$ cat src/rtl/flash_attr_pkg.sv
package flash_attr_pkg;
  typedef enum logic [1:0] {
    CMD_IDLE  = 2'd0,
    CMD_WRITE = 2'd1,
    CMD_READ  = 2'd2
  } bus_cmd_e;
endpackage

$ cat src/rtl/fa_rst_sync.sv
module fa_rst_sync (
  input  logic clk,
  input  logic rst_n,
  output logic rst_q
);
  logic stage_q;

  always_ff @(posedge clk or negedge rst_n) begin
    if (!rst_n) begin
      stage_q <= 1'b0;
      rst_q   <= 1'b0;
    end else begin
      stage_q <= 1'b1;
      rst_q   <= stage_q;
    end
  end
endmodule

$ cat src/rtl/fa_bus_decode.sv
module fa_bus_decode
  import flash_attr_pkg::*;
(
  input  logic     bus_sel_n,
  input  logic     attr_sel_n,
  input  logic     wstb_n,
  input  logic     rstb_n,
  output bus_cmd_e cmd
);
  always_comb begin
    cmd = CMD_IDLE;
    if (!bus_sel_n && !attr_sel_n) begin
      if (!wstb_n && rstb_n)      cmd = CMD_WRITE;
      else if (!rstb_n && wstb_n) cmd = CMD_READ;
      else if (!rstb_n)           cmd = CMD_READ;  // both strobes: read only
    end
  end
endmodule

$ cat src/rtl/fa_attr_store.sv
module fa_attr_store #(
  parameter int NPOS = 8,
  localparam int IDX_W = $clog2(NPOS)
) (
  input  logic             clk,
  input  logic             rst_n,
  input  logic             wr_en,
  input  logic [IDX_W-1:0] idx,
  input  logic             wr_bit,
  output logic [NPOS-1:0]  attr_q,
  output logic             rd_bit
);
  logic [NPOS-1:0] attr_d;
  logic [NPOS-1:0] bit_en;

  // one clock enable per flag
  for (genvar i = 0; i < NPOS; i++) begin : g_flag
    assign bit_en[i] = wr_en && (idx == IDX_W'(i));

    always_comb begin
      attr_d[i] = attr_q[i];
      if (bit_en[i]) attr_d[i] = wr_bit;
    end

    always_ff @(posedge clk or negedge rst_n) begin
      if (!rst_n) attr_q[i] <= 1'b0;
      else        attr_q[i] <= attr_d[i];
    end
  end

  assign rd_bit = attr_q[idx];
endmodule

$ cat src/rtl/fa_blink_div.sv
module fa_blink_div #(
  parameter int DIV_RATIO = 28672,
  localparam int CNT_W = $clog2(DIV_RATIO),
  localparam int HALF  = DIV_RATIO / 2
) (
  input  logic             clk,
  input  logic             rst_n,
  output logic [CNT_W-1:0] cnt_q,
  output logic             blank_phase
);
  logic [CNT_W-1:0] cnt_d;
  logic             at_end;

  assign at_end = (cnt_q == CNT_W'(DIV_RATIO - 1));

  always_comb begin
    cnt_d = cnt_q + CNT_W'(1);
    if (at_end) cnt_d = '0;
  end

  always_ff @(posedge clk or negedge rst_n) begin
    if (!rst_n) cnt_q <= '0;
    else        cnt_q <= cnt_d;
  end

  // second half of the count is the blank phase
  assign blank_phase = (cnt_q >= CNT_W'(HALF));
endmodule

$ cat src/rtl/flash_attr_blink.sv
module flash_attr_blink
  import flash_attr_pkg::*;
#(
  parameter int NPOS      = 8,
  parameter int AW        = 5,
  parameter int DW        = 8,
  parameter int DIV_RATIO = 28672,
  localparam int IDX_W    = $clog2(NPOS),
  localparam int CNT_W    = $clog2(DIV_RATIO)
) (
  input  logic            clk,
  input  logic            rst_n,
  input  logic            bus_sel_n,
  input  logic            attr_sel_n,
  input  logic            wstb_n,
  input  logic            rstb_n,
  input  logic [AW-1:0]   bus_addr,
  input  logic [DW-1:0]   bus_wdata,
  output logic [DW-1:0]   bus_rdata,
  input  logic            blink_en,
  output logic [NPOS-1:0] blank_mask
);
  logic             rst_q;
  bus_cmd_e         cmd;
  logic [NPOS-1:0]  attr_q;
  logic             rd_bit;
  logic [CNT_W-1:0] cnt_q;
  logic             blank_phase;
  logic             unused_bits;

  assign unused_bits = ^{bus_addr[AW-1:IDX_W], bus_wdata[DW-1:1]};

  fa_rst_sync u_rst (
    .clk   (clk),
    .rst_n (rst_n),
    .rst_q (rst_q)
  );

  fa_bus_decode u_dec (
    .bus_sel_n  (bus_sel_n),
    .attr_sel_n (attr_sel_n),
    .wstb_n     (wstb_n),
    .rstb_n     (rstb_n),
    .cmd        (cmd)
  );

  fa_attr_store #(.NPOS(NPOS)) u_store (
    .clk    (clk),
    .rst_n  (rst_q),
    .wr_en  (cmd == CMD_WRITE),
    .idx    (bus_addr[IDX_W-1:0]),
    .wr_bit (bus_wdata[0]),
    .attr_q (attr_q),
    .rd_bit (rd_bit)
  );

  fa_blink_div #(.DIV_RATIO(DIV_RATIO)) u_div (
    .clk         (clk),
    .rst_n       (rst_q),
    .cnt_q       (cnt_q),
    .blank_phase (blank_phase)
  );

  always_comb begin
    bus_rdata = '0;
    if (cmd == CMD_READ) bus_rdata[0] = rd_bit;
  end

  for (genvar i = 0; i < NPOS; i++) begin : g_mask
    assign blank_mask[i] = blank_phase & blink_en & attr_q[i];
  end
endmodule

$ cat config.mk
export PLATFORM = sky130hd
export DESIGN_NAME = flash_attr_blink
export DESIGN_NICKNAME = d
export VERILOG_FILES = /design/src/rtl/flash_attr_pkg.sv /design/src/rtl/fa_rst_sync.sv /design/src/rtl/fa_bus_decode.sv /design/src/rtl/fa_attr_store.sv /design/src/rtl/fa_blink_div.sv /design/src/rtl/flash_attr_blink.sv
export SDC_FILE = /design/constraint.sdc
export NUM_CORES = 1
export LEC_CHECK = 0
export BUFFER_PORTS_ARGS = -buffer_cell sky130_fd_sc_hd__buf_2
export CORE_MARGIN = 2
export CORE_UTILIZATION = 35
export CTS_BUF_LIST = sky130_fd_sc_hd__clkbuf_4 sky130_fd_sc_hd__clkbuf_8
export CTS_CLUSTER_SIZE = 40
export DETAILED_ROUTE_END_ITERATION = 16
export PLACE_DENSITY = 0.57
export SYNTH_ARGS = -nofsm -noshare
export SYNTH_HDL_FRONTEND = slang
export SYNTH_SLANG_ARGS = --single-unit
$ cat constraint.sdc
create_clock -name clk -period 1 [get_ports clk]
set_input_delay 0.05 -clock clk [delete_from_list [all_inputs] [get_ports clk]]
set_output_delay 0.05 -clock clk [all_outputs]
set_load 0.01 [all_outputs]
==> results_dict.tcl, run 1 <==
set metrics [dict create \
    worst-setup-path-type "flop to primary output" \
    flow.area_growth_from_synthesis_pct 43.51 \
    primary_flip_flop_cell_chosen_by_synthesis_mapping "sky130_fd_sc_hd__dfrtp_1" \
    synth_adder_area_share 0.01840 \
    minimum_period_implied_by_the_final_worst_setup_slack_ns 1.524 \
    largest_family_of_logic_cells_by_synthesized_area "simple AND/OR/NAND/NOR gates" \
    cts-htree-levels 1 \
    synth_mux_area_frac 0.1178 \
    synth_simple_gate_area_share 0.2511 \
    setup_viol 21 \
    crit_path_start "u_store.attr_q[6]$_DFFE_PN0P_" \
    syn_inst 124 \
    antenna_violating_nets_post_route 0 \
    ff2ff_setup_slack_ns -0.45 \
    worst_path_dominant_cell_family "multiplexers" \
    critical_path_buf_inv_count 1 \
    unrepaired_setup_endpoints_after_global_routing "true" \
    worst_r2r_endpoint "u_div.cnt_q[13]$_DFF_PN0_" \
    postRouteWirelength_mm 2.656 \
    setup_ws_ns -0.5243 \
    critical_path.endpoint_type "primary output" \
    crit_arrival_ns 1.47 \
    synth_top_cell_area_share 0.4600 \
    dieHeight_um 66.34 \
    postSynth.asyncResetShare 1.000 \
    synth_xor_area_frac 0.07084 \
    post-layout-total-power_mw 1.949 \
    maxCapViolCount 0 \
    synth.ff_latch_count 25 \
    synth_top_cells_by_area "sky130_fd_sc_hd__dfrtp_1 46%, sky130_fd_sc_hd__mux2_2 6.6%, sky130_fd_sc_hd__xnor2_1 4.5%" \
    grt_antenna_before_repair 0 \
    synth.yosys.seq_area_share 0.4600 \
    worst-r2r-cell-count 5 \
    violations "setup timing" \
    yosysUniqueCellTypes 36 \
    outcome "finished with violations" \
    yosysMostFrequentCell "sky130_fd_sc_hd__dfrtp_1" \
    detail_route.iter0.violations 34 \
    ir_drop_mv 0.7953 \
    min_period_over_period 1.524 \
    cts.sink_count 25 \
    routed_via_density 4.649 \
    slowest_delay_ns 0.47 \
    power_leakage_nw 0.9245 \
    insertion_delay_ns 0.27 \
    max_clock_freq_ghz 0.6560 \
    highest_net_fanout_along_the_worst_path 2 \
    netlist.top_cell.by_area "sky130_fd_sc_hd__dfrtp_1" \
    drc 0 \
    drv_slew 0 \
    via_count 1032 \
    critPathRequiredTime_ns 0.95 \
    timing.critical_path.from_type "flop" \
    post_synth_instance_area_um2 1360 \
    crit-reg2reg-launch "u_div.cnt_q[11]$_DFF_PN0_" \
    drive_above_1_share 0.5460 \
    grt_use_total 0.1394 \
    clock-skew-final_ns 0.002209 \
    synth_commonest_cells "25 x sky130_fd_sc_hd__dfrtp_1, 9 x sky130_fd_sc_hd__and2_1, 8 x sky130_fd_sc_hd__mux2_2, 8 x sky130_fd_sc_hd__nand2_1" \
    global_route_congestion_overflow_total 0 \
    dieArea_um2 4400 \
    synth-compound-area-share 0.01196 \
    hold_path.class "input port to async pin" \
    wire_per_inst_um 11.96 \
    cts_buffers 3 \
    via_count_of_the_first_global_routing_pass 1097 \
    grt_start_max_net_pins 24 \
    clk_pin_slew_worst_paths_ns 0.09 \
    portBuffers 19 \
    ctsLongestPathBuffers 2 \
    place_worst_setup_slack_ns -0.4734 \
    cpMaxStageDelayCell "sky130_fd_sc_hd__mux4_2" \
    synthesis.yosys.warnings 0 \
    crit_chain "mux4_2 > mux2i_1 > nor4_1 > buf_2" \
    antenna-diode-count 0 \
    nNetsFinal 197 \
    avgSynthCellArea_um2 10.97 \
    synth-edff-count 0 \
    grt_pass1_wl_mm 4.712 \
    initial_utilization 0.3687 \
    cts_tree "built" \
    hold_viol_final 0 \
    gp_routability_congestion 0.7563 \
    row_count 22 \
    power-per-cell-area_nw_per_um2 998.3 \
    die_width_um 66.34 \
    cts-root-buf "sky130_fd_sc_hd__clkbuf_8" \
    core-area_um2 3689 \
    dp_hpwl_mm 1.894 \
    detail_route.first_pass.iterations 3 \
    ioPinCount 36 \
]
## metrics by stage
stage / cell area [um^2] / std cells / util / setup TNS [ns] / hold WS [ns]
3_5_place_dp: 1689 / 211 / 0.4579 / -9.411 / -0.1606
5_1_grt: 1952 / 222 / 0.5292 / -10.67 / 0.08979
2_1_floorplan: 1414 / 130 / - / -4.477 / -0.2456
4_1_cts: 1834 / 220 / 0.4973 / -8.070 / 0.07139
6_report: 1952 / 222 / 0.5292 / -8.455 / 0.08100
3_3_place_gp: 1689 / 211 / 0.4579 / -8.436 / -0.1647
## report_power, final
| part | total, mW | internal, mW | switching [mW] | leakage, nW |
|---|---|---|---|---|
| sequential | 1.08 | 1.06 | 0.0217 | 0.329 |
| clock | 0.614 | 0.283 | 0.331 | 0.0217 |
| combinational | 0.256 | 0.156 | 0.101 | 0.573 |
## registers in the layout, indices dropped and copies added, names as in the netlist
signal          cells
u_div.cnt_q        15
u_store.attr_q      8
u_rst.rst_q         1
u_rst.stage_q       1
## area by class of cell
type                    instances  area (um^2)
well taps                      48        60.06
clock buffers                   3        41.29
fillers                       353         1737
repair buffers                 50        391.6
clock inverters                 1        7.507
inverters                       4        15.01
multi-input cells              91        810.8
flip-flops and latches         25        625.6
## logic make-up after synthesis
kind of cell               after synthesis
and+or+nand+nor                         55
DFF                                     25
buffers and inverters                   14
muxes                                   12
xor gates and xnor gates                11
AOI/OAI and AO/OA                        3
adders and majority gates                2
other                                    2
## worst max path at each step
stage / cells past startpoint / endpoint
after floorplan: 6 / u_div.cnt_q[11]$_DFF_PN0_
after global placement: 5 / u_div.cnt_q[11]$_DFF_PN0_
after detailed placement: 5 / u_div.cnt_q[9]$_DFF_PN0_
after CTS: 4 / bus_rdata[0]
after global routing: 4 / bus_rdata[0]
final: 4 / bus_rdata[0]
## per-layer routing
| layer | GRT usage | vias to the layer above | part of all wire |
|---|---|---|---|
| met3 | 0.02896 | 3 | 0.044 |
| met2 | 0.2575 | 21 | 0.54 |
| met1 | 0.1620 | 509 | 0.41 |
| met4 | 0.03571 | 0 | 0.0087 |
| met5 | 0 | - | 0 |
| li1 | - | 499 | - |
## cell usage in the layout (no fill, tap or decap), drive strengths merged
| cell type | synthesis | routed |
|---|---|---|
| a21oi | 1 | 1 |
| a31oi | 1 | 1 |
| and2 | 9 | 9 |
| and4 | 1 | 1 |
| buf | 9 | 49 |
| clkbuf | 1 | 3 |
| clkinvlp | 0 | 1 |
| conb | 2 | 8 |
| dfrtp | 25 | 25 |
| dlygate4sd3 | 0 | 1 |
| ha | 2 | 2 |
| inv | 4 | 4 |
| mux2 | 9 | 9 |
| mux2i | 1 | 1 |
| mux4 | 2 | 2 |
| nand2 | 8 | 8 |
| nand2b | 1 | 1 |
| nand3 | 5 | 5 |
| nand3b | 2 | 2 |
| nand4 | 3 | 3 |
| nor2 | 14 | 14 |
| nor2b | 2 | 2 |
| nor3 | 3 | 3 |
| nor3b | 2 | 2 |
| nor4 | 3 | 3 |
| nor4b | 1 | 1 |
| o21ai | 1 | 1 |
| or3 | 1 | 1 |
| xnor2 | 7 | 7 |
| xor2 | 4 | 4 |
## timing repair
action,CTS,global route
buffers inserted,4,3
pin swaps,17,12
hold buffers,1,0
resized for setup,13,25
setup endpoints to repair,23,27
endpoints found under the hold margin,2,0
Note: power is estimated with default switching activity, not from simulation.
==> run 2: changes to the inputs <==
--- a/config.mk
+++ b/config.mk
@@ -12,6 +12,7 @@
 export CTS_CLUSTER_SIZE = 40
 export DETAILED_ROUTE_END_ITERATION = 16
 export PLACE_DENSITY = 0.57
+export RECOVER_POWER = 25
 export SYNTH_ARGS = -nofsm -noshare
 export SYNTH_HDL_FRONTEND = slang
 export SYNTH_SLANG_ARGS = --single-unit
==> run 2 against run 1 <==
The flow still finishes with violations (setup timing). Via count barely moved. Total power about the same. Maximum frequency unchanged. Worst setup slack stayed put. Wire length about the same. Count of clock-buffer cells in the layout did not move. Highest routed layer unchanged.
==> results_dict.tcl, run 2 (synthesized netlist as in run 1, its figures left out) <==
set metrics [dict create \
    outcome "finished with violations" \
    violations "setup timing" \
    via_count_of_the_first_global_routing_pass 1097 \
    layout.core_utilization 0.5282 \
    dieHeight_um 66.34 \
    hold_path.class "input port to async pin" \
    relSlewSlack 0.6119 \
    tightest_slew_ns 0.5821 \
    insertion_delay_ns 0.27 \
    setup_ws_ns -0.5243 \
    clock-skew-final_ns 0.002209 \
    worst-setup-path-type "flop to primary output" \
    row_count 22 \
    power_leakage_nw 0.9211 \
    grt_use_total 0.1394 \
    core-area_um2 3689 \
    fin_tns_setup_ns -8.455 \
    highest_net_fanout_along_the_worst_path 2 \
    ir_drop_mv 0.7953 \
    global_route_congestion_overflow_total 0 \
    minimum_period_implied_by_the_final_worst_setup_slack_ns 1.524 \
    flow.area_growth_from_synthesis_pct 43.24 \
    hold_viol_final 0 \
    die_width_um 66.34 \
    setup_viol 21 \
    antenna_violating_nets_post_route 0 \
    timing.critical_path.from_type "flop" \
    drive_above_1_share 0.5402 \
    timing.hold.ws_ns 0.08099 \
    via_count 1033 \
    dieArea_um2 4400 \
    cts.sink_count 25 \
    critical_path_buf_inv_count 1 \
    max_clock_freq_ghz 0.6560 \
    path_depth 4 \
    largest_regs "u_div.cnt_q: 15 flops, u_store.attr_q: 8 flops" \
    power-per-cell-area_nw_per_um2 999.3 \
    crit-reg2reg-launch "u_div.cnt_q[11]$_DFF_PN0_" \
    dp_hpwl_mm 1.894 \
    cts-root-buf "sky130_fd_sc_hd__clkbuf_8" \
    max_flop_register "u_div.cnt_q" \
    worst-r2r-cell-count 5 \
    worst_path_dominant_cell_family "multiplexers" \
    critical_path.endpoint_type "primary output" \
    grt_antenna_before_repair 0 \
    mostFrequentLayoutCells "26 x sky130_fd_sc_hd__buf_4, 25 x sky130_fd_sc_hd__dfrtp_1, 12 x sky130_fd_sc_hd__buf_2" \
    postRouteWirelength_mm 2.654 \
    wire_per_inst_um 11.95 \
    layout.cells.most_common "sky130_fd_sc_hd__buf_4" \
    cts_tree "built" \
    slowest_delay_ns 0.47 \
    ioPinCount 36 \
    critPathRequiredTime_ns 0.95 \
    ctsLongestPathBuffers 2 \
    crit_chain "mux4_2 > mux2i_1 > nor4_1 > buf_2" \
    cts-htree-levels 1 \
    cpMaxStageDelayCell "sky130_fd_sc_hd__mux4_2" \
    worst_r2r_endpoint "u_div.cnt_q[13]$_DFF_PN0_" \
    clk_pin_slew_worst_paths_ns 0.09 \
    cts_buffers 3 \
    ff2ff_setup_slack_ns -0.45 \
    detail_route.first_pass.iterations 3 \
    finish.cell_count_without_fillers 222 \
    portBuffers 19 \
    dp.cells 211 \
    unrepaired_setup_endpoints_after_global_routing "true" \
    post-layout-total-power_mw 1.947 \
    nNetsFinal 197 \
    grt_pass1_wl_mm 4.712 \
    grt_start_max_net_pins 24 \
    detail_route.iter0.violations 34 \
    maxCapViolCount 0 \
    gp_routability_congestion 0.7563 \
    initial_utilization 0.3687 \
    crit_arrival_ns 1.47 \
    drc 0 \
    routed_via_density 4.653 \
    antenna-diode-count 0 \
    largest_reg_flops 15 \
    min_period_over_period 1.524 \
    drv_slew 0 \
]
[run 2: cell types whose count changed in the layout (fill, tap and decap cells not counted), sizes merged]
cell    change
buf         -2
clkbuf      +2
[run 2: final cells by class]
| class | count | area [um^2] |
|---|---|---|
| repair buffers | 50 | 387.9 |
| multi-input cells | 91 | 810.8 |
| clock buffers | 3 | 41.29 |
| fillers | 354 | 1740 |
| flip-flops and latches | 25 | 625.6 |
| clock inverters | 1 | 7.507 |
| inverters | 4 | 15.01 |
| well taps | 48 | 60.06 |
[run 2: timing repair]
action,in CTS,in global routing
endpoints found under the hold margin,2,0
hold buffers,1,0
buffers inserted,4,3
pin swaps,17,12
setup endpoints to repair,23,27
resized for setup,13,25
[run 2: worst max-delay path by stage]
stage | startpoint | end | slack, ns
floorplan | u_div.cnt_q[0]$_DFF_PN0_ | u_div.cnt_q[11]$_DFF_PN0_ | -0.39
global placement | u_div.cnt_q[8]$_DFF_PN0_ | u_div.cnt_q[11]$_DFF_PN0_ | -0.43
detailed placement | u_div.cnt_q[8]$_DFF_PN0_ | u_div.cnt_q[9]$_DFF_PN0_ | -0.47
CTS | u_store.attr_q[2]$_DFFE_PN0P_ | bus_rdata[0] | -0.52
global route | u_store.attr_q[6]$_DFFE_PN0P_ | bus_rdata[0] | -0.61
finish | u_store.attr_q[6]$_DFFE_PN0P_ | bus_rdata[0] | -0.52
[run 2: power breakdown]
group          leakage (nW)  switching (mW)  internal, mW
registers             0.329          0.0217          1.06
clock network        0.0217           0.331         0.283
logic                 0.570           0.101         0.154
[run 2: stage by stage]
step	area, um^2	setup WS (ns)
2_1_floorplan	1414	-0.3869
3_3_place_gp	1689	-0.4252
3_5_place_dp	1689	-0.4734
4_1_cts	1834	-0.5151
5_1_grt	1948	-0.6150
6_report	1948	-0.5243
[run 2: per-layer routing]
layer,vias up,routed length [um],track usage
met5,-,0,0
met4,0,23,0.03571
met3,3,117,0.02896
met2,21,1422,0.2575
met1,510,1092,0.1620
li1,499,-,-
==> run 3: changes to the inputs <==
--- a/config.mk
+++ b/config.mk
@@ -15,4 +15,5 @@
 export RECOVER_POWER = 25
 export SYNTH_ARGS = -nofsm -noshare
 export SYNTH_HDL_FRONTEND = slang
+export SYNTH_HIERARCHICAL = 1
 export SYNTH_SLANG_ARGS = --single-unit
==> run 3 against run 2 <==
The flow still finishes with violations (setup timing). Maximum frequency decreased by 14%. Core utilization increased by 3.9 points. Via count increased by 15%. Worst setup slack got worse by 0.26 ns. Register-to-register slack improved by 0.06 ns. Combinational power increased by 9.4%. Sequential share of layout area decreased by 3.9 points.
==> results_dict.tcl, run 3 <==
set metrics [dict create \
    cts_tree "built" \
    power-per-cell-area_nw_per_um2 883.9 \
    outcome "finished with violations" \
    via_count_of_the_first_global_routing_pass 1187 \
    hold_path.class "input port to async pin" \
    clock_power_share 0.310 \
    portBuffers 19 \
    drive_above_1_share 0.6216 \
    layout.cells.most_common "sky130_fd_sc_hd__buf_4" \
    core-area_um2 3943 \
    postRouteWirelength_mm 3.423 \
    max_clock_freq_ghz 0.5616 \
    netlist.top_cell.by_area "sky130_fd_sc_hd__dfrtp_1" \
    synth.ff_latch_count 25 \
    highest_net_fanout_along_the_worst_path 3 \
    largest_reg_flops 15 \
    antenna-diode-count 0 \
    ctsLongestPathBuffers 2 \
    cts-htree-levels 1 \
    yosysUniqueCellTypes 39 \
    syn_inst 124 \
    mostFrequentLayoutCells "29 x sky130_fd_sc_hd__buf_4, 20 x sky130_fd_sc_hd__buf_6, 20 x sky130_fd_sc_hd__dfrtp_1" \
    dieArea_um2 4553 \
    share_seq_of_total_power 0.548 \
    post-route-cell-area_um2 2236 \
    cts.sink_count 25 \
    min_period_over_period 1.781 \
    grt_start_max_net_pins 24 \
    gp_routability_congestion 0.8523 \
    cts_buffers 3 \
    post-layout-total-power_mw 1.976 \
    unrepaired_setup_endpoints_after_global_routing "true" \
    grt_use_total 0.1603 \
    switching_portion_of_total_power 0.2274 \
    die_width_um 67.48 \
    timing.critical_path.from_type "flop" \
    grt_pass1_wl_mm 5.526 \
    detail_route.iter0.violations 22 \
    drc 0 \
    yosysMostFrequentCell "sky130_fd_sc_hd__dfrtp_1" \
    largest_regs "u_div/cnt_q: 15 flops, u_store/attr_q: 8 flops" \
    primary_flip_flop_cell_chosen_by_synthesis_mapping "sky130_fd_sc_hd__dfrtp_1" \
    hold_viol_final 0 \
    setup_viol 31 \
    postSynth.asyncResetShare 1.000 \
    power.combinational.fraction 0.141 \
    ir_drop_mv 0.5862 \
    dp.cells 221 \
    violations "setup timing" \
    finish.cell_count_without_fillers 235 \
    initial_utilization 0.3577 \
    routed_via_density 5.064 \
    cellInternalPower_mw 1.527 \
    via_count 1190 \
    global_route_congestion_overflow_total 0 \
    synth.yosys.seq_area_share 0.4437 \
    synth_commonest_cells "25 x sky130_fd_sc_hd__dfrtp_1, 10 x sky130_fd_sc_hd__mux2_2, 8 x sky130_fd_sc_hd__and3_1" \
    flow.area_growth_from_synthesis_pct 58.56 \
    antenna_violating_nets_post_route 0 \
    critical_path.endpoint_type "primary output" \
    relSlewSlack 0.6106 \
    synth_top_cells_by_area "sky130_fd_sc_hd__dfrtp_1 44%, sky130_fd_sc_hd__mux2_2 8.0%, sky130_fd_sc_hd__buf_4 3.7%" \
    detail_route.first_pass.iterations 4 \
    power_switching_uw 449.5 \
    cts-root-buf "sky130_fd_sc_hd__clkbuf_8" \
    synth_top_cell_area_share 0.4437 \
    row_count 23 \
    clock-skew-final_ns 0.003005 \
    nNetsFinal 208 \
    drv_slew 0 \
    minimum_period_implied_by_the_final_worst_setup_slack_ns 1.781 \
    wire_per_inst_um 14.57 \
    post_synth_instance_area_um2 1410 \
    dp_hpwl_mm 2.293 \
    maxCapViolCount 0 \
    avgSynthCellArea_um2 11.37 \
    place_area_um2 1837 \
    setup_ws_ns -0.7808 \
    critPathRequiredTime_ns 0.95 \
    synth-edff-count 0 \
    tightest_slew_ns 0.5842 \
    power_leakage_nw 1.005 \
    grt_antenna_before_repair 0 \
    max_flop_register "u_div/cnt_q" \
    worst-setup-path-type "flop to primary output" \
    dieHeight_um 67.48 \
    ioPinCount 36 \
    synthesis.yosys.warnings 6 \
    crit_arrival_ns 1.73 \
    insertion_delay_ns 0.26 \
    timing.hold.ws_ns 0.09111 \
    clk_pin_slew_worst_paths_ns 0.08 \
]
-- run 3: power groups by stage --
stage	sequential, mW	clock (mW)	combinational, mW
finish	1.08	0.613	0.279
global route	1.09	0.687	0.301
CTS	1.08	0.636	0.264
detailed placement	1.10	0	0.241
global placement	1.10	0	0.235
floorplan	1.11	0	0.143
-- run 3: worst paths after layout --
| kind | startpoint | end | slack [ns] | cells after the start |
|---|---|---|---|---|
| max | u_store/attr_q[1]$_DFFE_PN0P_ | bus_rdata[0] | -0.78 | 4 |
| min | rst_n | u_rst/stage_q$_DFF_PN0_ | 0.09 | 2 |
| max reg2reg | u_div/cnt_q[11]$_DFF_PN0_ | u_div/cnt_q[11]$_DFF_PN0_ | -0.39 | 4 |
| min reg2reg | u_rst/rst_q$_DFF_PN0_ | u_div/cnt_q[4]$_DFF_PN0_ | 0.32 | 1 |
| max in group asynchronous | u_rst/rst_q$_DFF_PN0_ | u_div/cnt_q[5]$_DFF_PN0_ | 0.26 | 1 |
| min in group clk | bus_wdata[0] | u_store/attr_q[4]$_DFFE_PN0P_ | 0.16 | 2 |
-- run 3: area by class of cell --
type                            count  area [um^2]
Fill cell                         324         1707
Multi-Input combinational cell     90        957.2
Sequential cell                    25        631.9
Timing Repair Buffer               61        516.7
Tap cell                           50        62.56
Clock buffer                        4        48.80
Inverter                            5        18.77
-- run 3: per-layer routing --
metal / part of all wire / up-vias / track usage
li1: - / 567 / -
met1: 0.43 / 598 / 0.2076
met2: 0.54 / 21 / 0.2770
met3: 0.024 / 4 / 0.02667
met4: 0.0079 / 0 / 0.04082
met5: 0 / - / 0
-- run 3: timing repair --
action / CTS / global route
pin swaps: 21 / 9
hold buffers: 1 / 0
endpoints found under the setup margin: 28 / 32
buffers inserted: 6 / 3
hold endpoints to repair: 2 / 0
gates resized for setup: 39 / 18
gates cloned: 1 / 0
-- run 3: per-stage QoR --
| step | util | worst slack (ns) | TNS (ns) |
|---|---|---|---|
| after global routing | 0.5671 | -0.8304 | -10.08 |
| after detailed placement | 0.4659 | -0.4696 | -8.559 |
| final | 0.5671 | -0.7808 | -8.481 |
| after CTS | 0.5408 | -0.7502 | -8.114 |
| after global placement | 0.4659 | -0.4368 | -7.860 |
| after floorplan | - | -0.3502 | -3.936 |
-- run 3: worst max-delay path, stage by stage (launching register included) --
cell,delay [ns]
sky130_fd_sc_hd__dfrtp_1,0.42
sky130_fd_sc_hd__mux4_2,0.48
sky130_fd_sc_hd__mux2_4,0.28
sky130_fd_sc_hd__and3b_1,0.15
sky130_fd_sc_hd__buf_2,0.13
-- run 3: logic make-up after synthesis --
family	share of synthesized area
compound gates	0.06388
xor+xnor	0.03727
fa+ha+maj	0.01774
buf+inv	0.07275
flops	0.4437
mux	0.1171
other cells	0.005326
simple gates	0.2422
